`config.mk`:
```
export PLATFORM = sky130hd
export DESIGN_NAME = lps_link_poller
export DESIGN_NICKNAME = d
export VERILOG_FILES = /design/src/rtl/lps_pkg.sv /design/src/rtl/lps_resolve.sv /design/src/rtl/lps_link_tbl.sv /design/src/rtl/lps_link_poller.sv
export SDC_FILE = /design/constraint.sdc
export NUM_CORES = 1
export LEC_CHECK = 0
export BUFFER_PORTS_ARGS = -buffer_cell sky130_fd_sc_hd__buf_2
export CAP_MARGIN = 20
export CORE_AREA = 2 2 76 78
export DETAILED_ROUTE_END_ITERATION = 7
export DIE_AREA = 0 0 78 80
export GPL_TIMING_DRIVEN = 0
export PLACE_DENSITY = 0.95
export SETUP_SLACK_MARGIN = 0.4
export SYNTH_ARGS = -nofsm -noshare
export SYNTH_HDL_FRONTEND = slang
export SYNTH_HIERARCHICAL = 1
export SYNTH_SLANG_ARGS = --single-unit
```
`constraint.sdc`:
```
create_clock -name clk -period 3.7 [get_ports clk]
set_input_delay 0.74 -clock clk [delete_from_list [all_inputs] [get_ports clk]]
set_output_delay 0.74 -clock clk [all_outputs]
set_load 0.01 [all_outputs]
```
`src/rtl/lps_pkg.sv`:
```
package lps_pkg;
   localparam int RA_W = 5;

   localparam logic [RA_W-1:0] RA_STAT  = 5'd1;
   localparam logic [RA_W-1:0] RA_ADV   = 5'd4;
   localparam logic [RA_W-1:0] RA_LPA   = 5'd5;
   localparam logic [RA_W-1:0] RA_GCTL  = 5'd9;
   localparam logic [RA_W-1:0] RA_GSTAT = 5'd10;

   localparam int BIT_LINK = 2;
   localparam int BIT_XST  = 8;

   localparam logic [7:0] OVR_DOWN = 8'h40;
   localparam logic [7:0] TC_OFF   = 8'h03;
   localparam logic [7:0] TC_ON    = 8'h00;

   typedef enum logic [1:0] {ST_IDLE, ST_SCAN, ST_REQ, ST_EMIT} lps_state_e;
   typedef enum logic [2:0] {RD_STAT0, RD_STAT1, RD_ADV, RD_LPA, RD_GCTL, RD_GSTAT} lps_step_e;

   function automatic logic [RA_W-1:0] step_reg(lps_step_e s);
      case (s)
         RD_STAT0, RD_STAT1: step_reg = RA_STAT;
         RD_ADV:             step_reg = RA_ADV;
         RD_LPA:             step_reg = RA_LPA;
         RD_GCTL:            step_reg = RA_GCTL;
         default:            step_reg = RA_GSTAT;
      endcase
   endfunction
endpackage

```
`src/rtl/lps_resolve.sv`:
```
// Mode resolution. Ability bits as captured: [0]=10 full, [1]=100 half,
// [2]=100 full, [3]=100 four-pair. Gigabit: gctl [0]=half,[1]=full;
// gstat [0]=partner half, [1]=partner full.
module lps_resolve (
   input  logic [3:0] adv_i,
   input  logic [3:0] lpa_i,
   input  logic       gig_chk_i,
   input  logic [1:0] gctl_i,
   input  logic [1:0] gstat_i,
   output logic [7:0] ovr_o
);
   logic [3:0] common;
   logic       full, s100, s1000;

   always_comb begin
      common = adv_i & lpa_i;
      full   = 1'b0;
      s100   = 1'b0;
      if (common[2]) begin
         full = 1'b1;
         s100 = 1'b1;
      end else if (common[3]) begin
         full = 1'b0;
      end else if (common[1]) begin
         s100 = 1'b1;
      end else if (common[0]) begin
         full = 1'b1;
      end
      s1000 = gig_chk_i && (|gctl_i) && (|gstat_i);
      if (s1000) full = gstat_i[1];
      ovr_o = {1'b0, 1'b1, 2'b00, s1000, s100 && !s1000, full, 1'b1};
   end
endmodule

```
`src/rtl/lps_link_tbl.sv`:
```
module lps_link_tbl #(
   parameter int NUM_PORTS = 8,
   localparam int PORT_W = $clog2(NUM_PORTS)
) (
   input  logic              clk,
   input  logic              rst_n,
   input  logic              wr_en_i,
   input  logic [PORT_W-1:0] wr_port_i,
   input  logic              wr_val_i,
   input  logic [PORT_W-1:0] rd_port_i,
   output logic              rd_val_o
);
   logic [NUM_PORTS-1:0] state_q;

   for (genvar g = 0; g < NUM_PORTS; g++) begin : g_ent
      always_ff @(posedge clk or negedge rst_n) begin
         if (!rst_n)
            state_q[g] <= 1'b0;
         else if (wr_en_i && (wr_port_i == PORT_W'(g)))
            state_q[g] <= wr_val_i;
      end
   end

   assign rd_val_o = state_q[rd_port_i];
endmodule

```
`src/rtl/lps_link_poller.sv`:
```
module lps_link_poller
   import lps_pkg::*;
#(
   parameter int NUM_PORTS = 8,
   parameter int EXT_FIRST = 4,
   parameter int PHY_AW    = 5,
   parameter bit GIG_EN    = 1'b1,
   localparam int PORT_W   = $clog2(NUM_PORTS)
) (
   input  logic                        clk,
   input  logic                        rst_n,
   input  logic                        poll_i,
   input  logic [NUM_PORTS-1:0]        port_used_i,
   input  logic [NUM_PORTS-1:0]        port_bypass_i,
   input  logic [NUM_PORTS*PHY_AW-1:0] phy_addr_i,
   output logic                        mdio_req_o,
   output logic                        mdio_ext_o,
   output logic [PHY_AW-1:0]           mdio_phy_o,
   output logic [RA_W-1:0]             mdio_reg_o,
   input  logic                        mdio_ack_i,
   input  logic [15:0]                 mdio_rdata_i,
   output logic                        upd_valid_o,
   output logic [PORT_W-1:0]           upd_port_o,
   output logic [7:0]                  upd_ovr_o,
   output logic [7:0]                  upd_tc_o,
   output logic                        done_o
);
   localparam logic [PORT_W-1:0] LAST_P = PORT_W'(NUM_PORTS - 1);
   localparam logic [PORT_W:0]   EXT_L  = EXT_FIRST[PORT_W:0];

   if (NUM_PORTS < 2 || EXT_FIRST > NUM_PORTS || PHY_AW < 1) begin : g_bad_cfg
      $error("lps_link_poller: illegal parameter set");
   end

   logic [PHY_AW-1:0] phy_tbl [NUM_PORTS];
   for (genvar g = 0; g < NUM_PORTS; g++) begin : g_phy
      assign phy_tbl[g] = phy_addr_i[g*PHY_AW +: PHY_AW];
   end

   lps_state_e        state_q;
   lps_step_e         step_q;
   logic [PORT_W-1:0] port_q;
   logic              link_q, gig_q;
   logic [3:0]        adv_q, lpa_q;
   logic [1:0]        gctl_q, gstat_q;
   logic              link_now, skip, st_drop, go_next;
   logic [7:0]        ovr_up;

   lps_link_tbl #(.NUM_PORTS(NUM_PORTS)) u_tbl (
      .clk       (clk),
      .rst_n     (rst_n),
      .wr_en_i   (state_q == ST_EMIT),
      .wr_port_i (port_q),
      .wr_val_i  (link_q),
      .rd_port_i (port_q),
      .rd_val_o  (link_now)
   );

   lps_resolve u_res (
      .adv_i     (adv_q),
      .lpa_i     (lpa_q),
      .gig_chk_i (gig_q),
      .gctl_i    (gctl_q),
      .gstat_i   (gstat_q),
      .ovr_o     (ovr_up)
   );

   always_comb begin
      skip    = !port_used_i[port_q] || port_bypass_i[port_q];
      st_drop = (mdio_rdata_i == 16'hFFFF) || (mdio_rdata_i[BIT_LINK] == link_now);
      go_next = ((state_q == ST_SCAN) && skip)
             || ((state_q == ST_REQ) && mdio_ack_i && (step_q == RD_STAT1) && st_drop)
             || (state_q == ST_EMIT);
   end

   assign mdio_req_o = (state_q == ST_REQ);
   assign mdio_ext_o = ({1'b0, port_q} >= EXT_L);
   assign mdio_phy_o = phy_tbl[port_q];
   assign mdio_reg_o = step_reg(step_q);

   always_ff @(posedge clk or negedge rst_n) begin
      if (!rst_n) begin
         state_q     <= ST_IDLE;
         step_q      <= RD_STAT0;
         port_q      <= '0;
         link_q      <= 1'b0;
         gig_q       <= 1'b0;
         adv_q       <= '0;
         lpa_q       <= '0;
         gctl_q      <= '0;
         gstat_q     <= '0;
         upd_valid_o <= 1'b0;
         upd_port_o  <= '0;
         upd_ovr_o   <= '0;
         upd_tc_o    <= '0;
         done_o      <= 1'b0;
      end else begin
         upd_valid_o <= 1'b0;
         done_o      <= 1'b0;
         case (state_q)
            ST_IDLE: if (poll_i) begin
               port_q  <= '0;
               state_q <= ST_SCAN;
            end
            ST_SCAN: if (!skip) begin
               step_q  <= RD_STAT0;
               state_q <= ST_REQ;
            end
            ST_REQ: if (mdio_ack_i) begin
               case (step_q)
                  RD_STAT0: step_q <= RD_STAT1;
                  RD_STAT1: if (!st_drop) begin
                     link_q <= mdio_rdata_i[BIT_LINK];
                     gig_q  <= mdio_rdata_i[BIT_XST] && GIG_EN;
                     if (mdio_rdata_i[BIT_LINK]) step_q  <= RD_ADV;
                     else                        state_q <= ST_EMIT;
                  end
                  RD_ADV: begin
                     adv_q  <= mdio_rdata_i[9:6];
                     step_q <= RD_LPA;
                  end
                  RD_LPA: begin
                     lpa_q <= mdio_rdata_i[9:6];
                     if (gig_q) step_q  <= RD_GCTL;
                     else       state_q <= ST_EMIT;
                  end
                  RD_GCTL: begin
                     gctl_q <= mdio_rdata_i[9:8];
                     step_q <= RD_GSTAT;
                  end
                  default: begin
                     gstat_q <= mdio_rdata_i[11:10];
                     state_q <= ST_EMIT;
                  end
               endcase
            end
            default: begin
               upd_valid_o <= 1'b1;
               upd_port_o  <= port_q;
               upd_ovr_o   <= link_q ? ovr_up : OVR_DOWN;
               upd_tc_o    <= link_q ? TC_ON : TC_OFF;
            end
         endcase
         if (go_next) begin
            if (port_q == LAST_P) begin
               done_o  <= 1'b1;
               state_q <= ST_IDLE;
            end else begin
               port_q  <= port_q + 1'b1;
               state_q <= ST_SCAN;
            end
         end
      end
   end
endmodule

```
==> reports/results.ini <==
[setup_path]
required_ns=2.96
cp-end-kind=output pin
critPathKind=flop to output pin
cp-start-kind=flop
path_max_fanout=12
crit_arrival_ns=2.44

[route]
drtIter0Drc=77
first_pass_iters=5
viasPerCell=5.46
wl_um=6370
drcViolationCount=0
ant_nets=0
via_count=2331
wl_per_cell_um=14.9

[global_route]
grt_pass1_wl_um=10500
track_usage_pct=21.2
antenna_found_initial=0
grt_start_max_net_pins=45
grt_pass1_vias=2333
globalRoute.totalOverflow=0

[cells_and_area]
antenna_cells=0
drive_gt1_share_pct=50.1
fillCellCount=457
num-nets-final=436
areaGrowthSynthToFinish_pct=25.9

[sta]
grt_setup_unrepaired=no
tightest_slew_ns=0.957
period_share_pct=86.1
min_period_ns=3.18
clock_skew_ns=0.00328
fin_tns_setup_ns=0
finalHoldViolations=0
timing.final.ws_setup_ns=0.515
relSlewSlack_pct=36.2
finalSetupViolCount=0
max_freq_ghz=0.314
slew_viol_final=0

[flow_run]
max_cap_violations=0

[floorplan]
rows=27
die_w_um=78
ios=109
die_area_mm2=0.00624
core_area_mm2=0.00541
die_y_um=80
initial_utilization_pct=51.6

[min_path]
hold_class=flop to flop

[clocking]
cts_sinks=44
cts_tree=built
htreeDepth=2
clk_pin_slew_ns=0.08
clk_latency_ns=0.29
cts_inserted_buffers=5
cts.path.max_buffers=2
cts-root-buf=clkbuf_8

[placed_design]
hpwl_um=4930
gp_congestion=0.825
dp_slack_ns=0.770
port_buffers=101

[logic_synthesis]
synth_cells=237
yosys_warnings=6
synth-seq-area-share_pct=39.5
synth_ff_type=dfrtp_1
avgSynthCellArea_um2=11.8
synth-seq-cells=44
synth_cell_types=56
async_flop_share_pct=100
synth_area_mm2=0.00279
synth_edf_count=0

[outcome]
status=complete, no violations

[power]
leakagePower_nw=1.80
ir_worst_vdd_mv=0.265
powerDensity_mw_per_mm2=601
total_power_mw=2.11

==> cells in the final DEF (no fill, tap or decap), drive strengths merged, types with 2 or more instances in the layout <==
master,n
nand3,4
nand4b,4
ha,6
a31oi,2
o31a,2
nor3b,4
o21ai,3
mux2i,6
mux4,12
mux2,33
nand2,14
nor4b,2
nor2b,5
o2111ai,2
conb,12
and2,2
buf,121
nand4,5
nor2,7
dfrtp,44
a22o,10
clkbuf,16
a2111oi,2
nand2b,2
a211oi,2
and4bb,3
inv,11
==> where the power goes <==
part           switching, mW  total, mW  internal [mW]
Clock                  0.158      0.311          0.152
Sequential             0.115      0.699          0.585
Combinational          0.538       1.10          0.560
Total                  0.811       2.11           1.30
==> cell usage after synthesis (all sizes together), types with 2 or more instances <==
library cell / number / area (µm²)
o21ai: 3 / 15.0
a31oi: 2 / 27.5
o31a: 2 / 17.5
mux4: 12 / 278
mux2i: 6 / 60.1
inv: 11 / 41.3
clkbuf: 7 / 26.3
conb: 3 / 11.3
and2: 2 / 12.5
nand4: 5 / 31.3
nand2b: 2 / 12.5
a2111oi: 2 / 17.5
a211oi: 2 / 20.0
a22o: 10 / 88.8
nor3b: 4 / 40.0
nand3: 4 / 20.0
dfrtp: 44 / 1100
nor2b: 5 / 31.3
nand4b: 4 / 35.0
o2111ai: 2 / 17.5
and4bb: 3 / 37.5
buf: 21 / 144
mux2: 33 / 372
nor2: 7 / 26.3
nor4b: 2 / 23.8
ha: 6 / 75.1
nand2: 14 / 55.1
==> cells by family after synthesis <==
| kind of cell | synth area share [%] |
|---|---|
| DFF | 39.5 |
| adders and majority gates | 2.69 |
| muxes | 25.4 |
| buffers and inverters | 7.72 |
| AOI/OAI and AO/OA | 11.3 |
| other | 0.404 |
| and+or+nand+nor | 12.9 |
==> flip-flops by register name, indices dropped and copies added, names as in the netlist <==
| name | flops |
|---|---|
| lpa_q | 4 |
| step_q | 3 |
| upd_valid_o | 1 |
| upd_port_o | 3 |
| link_q | 1 |
| upd_ovr_o | 8 |
| gig_q | 1 |
| port_q | 3 |
| gctl_q | 2 |
| done_o | 1 |
| gstat_q | 2 |
| u_tbl/state_q | 8 |
| upd_tc_o | 1 |
| adv_q | 4 |
| state_q | 2 |
==> layout make-up <==
class	count	area (µm²)	share of cell area [%]
multi-input combinational	162	1510	42.9
sequential	44	1100	31.4
timing repair buffer	101	505	14.4
buffer	28	173	4.92
clock buffer	8	90.1	2.57
tap	72	90.1	2.57
inverter	12	45.0	1.28
==> final timing paths <==
| path | from | endpoint | slack (ns) | depth (start not counted) |
|---|---|---|---|---|
| worst min register to register | upd_ovr_o[0]$_DFFE_PN0P_ | upd_ovr_o[0]$_DFFE_PN0P_ | 0.51 | 1 |
| worst max register to register | port_q[0]$_DFF_PN0_ | done_o$_DFF_PN0_ | 1.05 | 7 |
| min in group asynchronous | rst_n | upd_ovr_o[6]$_DFFE_PN0P_ | 0.59 | 1 |
| worst min-delay path | upd_ovr_o[0]$_DFFE_PN0P_ | upd_ovr_o[0]$_DFFE_PN0P_ | 0.51 | 1 |
| max in group asynchronous | rst_n | upd_ovr_o[4]$_DFFE_PN0P_ | 2.51 | 1 |
| worst max-delay path | port_q[0]$_DFF_PN0_ | mdio_phy_o[3] | 0.52 | 5 |
==> layer usage <==
metal,routed length [µm],track usage (%),part of all wire [%],up-vias
li1,-,-,-,1105
met1,2690,25.8,42,1138
met2,3330,39.0,52,80
met3,286,3.62,4.5,8
met4,63,5.79,0.99,0
met5,0,0,0,-
==> stage by stage <==
step / instance area (µm²) / util, % / std cells / hold WS [ns]
5_1_grt: 3510 / 64.9 / 427 / 0.530
3_5_place_dp: 3420 / 63.2 / 419 / 0.494
6_report: 3510 / 64.9 / 427 / 0.505
3_3_place_gp: 3420 / 63.2 / 419 / 0.479
4_1_cts: 3510 / 64.9 / 427 / 0.512
2_1_floorplan: 2820 / - / 246 / 0.444
==> worst max-delay path, cell delays in order, from the launching register on <==
cell and delay (ns):
dfrtp_1 0.58, buf_2 0.33, clkbuf_4 0.30, mux4_2 0.53, mux2_2 0.27, buf_2 0.14
==> what timing repair did <==
action	4_1_cts	5_1_grt
gates resized for setup	0	1
hold buffers	0	0
buffers inserted	0	0
endpoints found under the setup margin	0	5
Note: power is estimated with default switching activity, not from simulation.
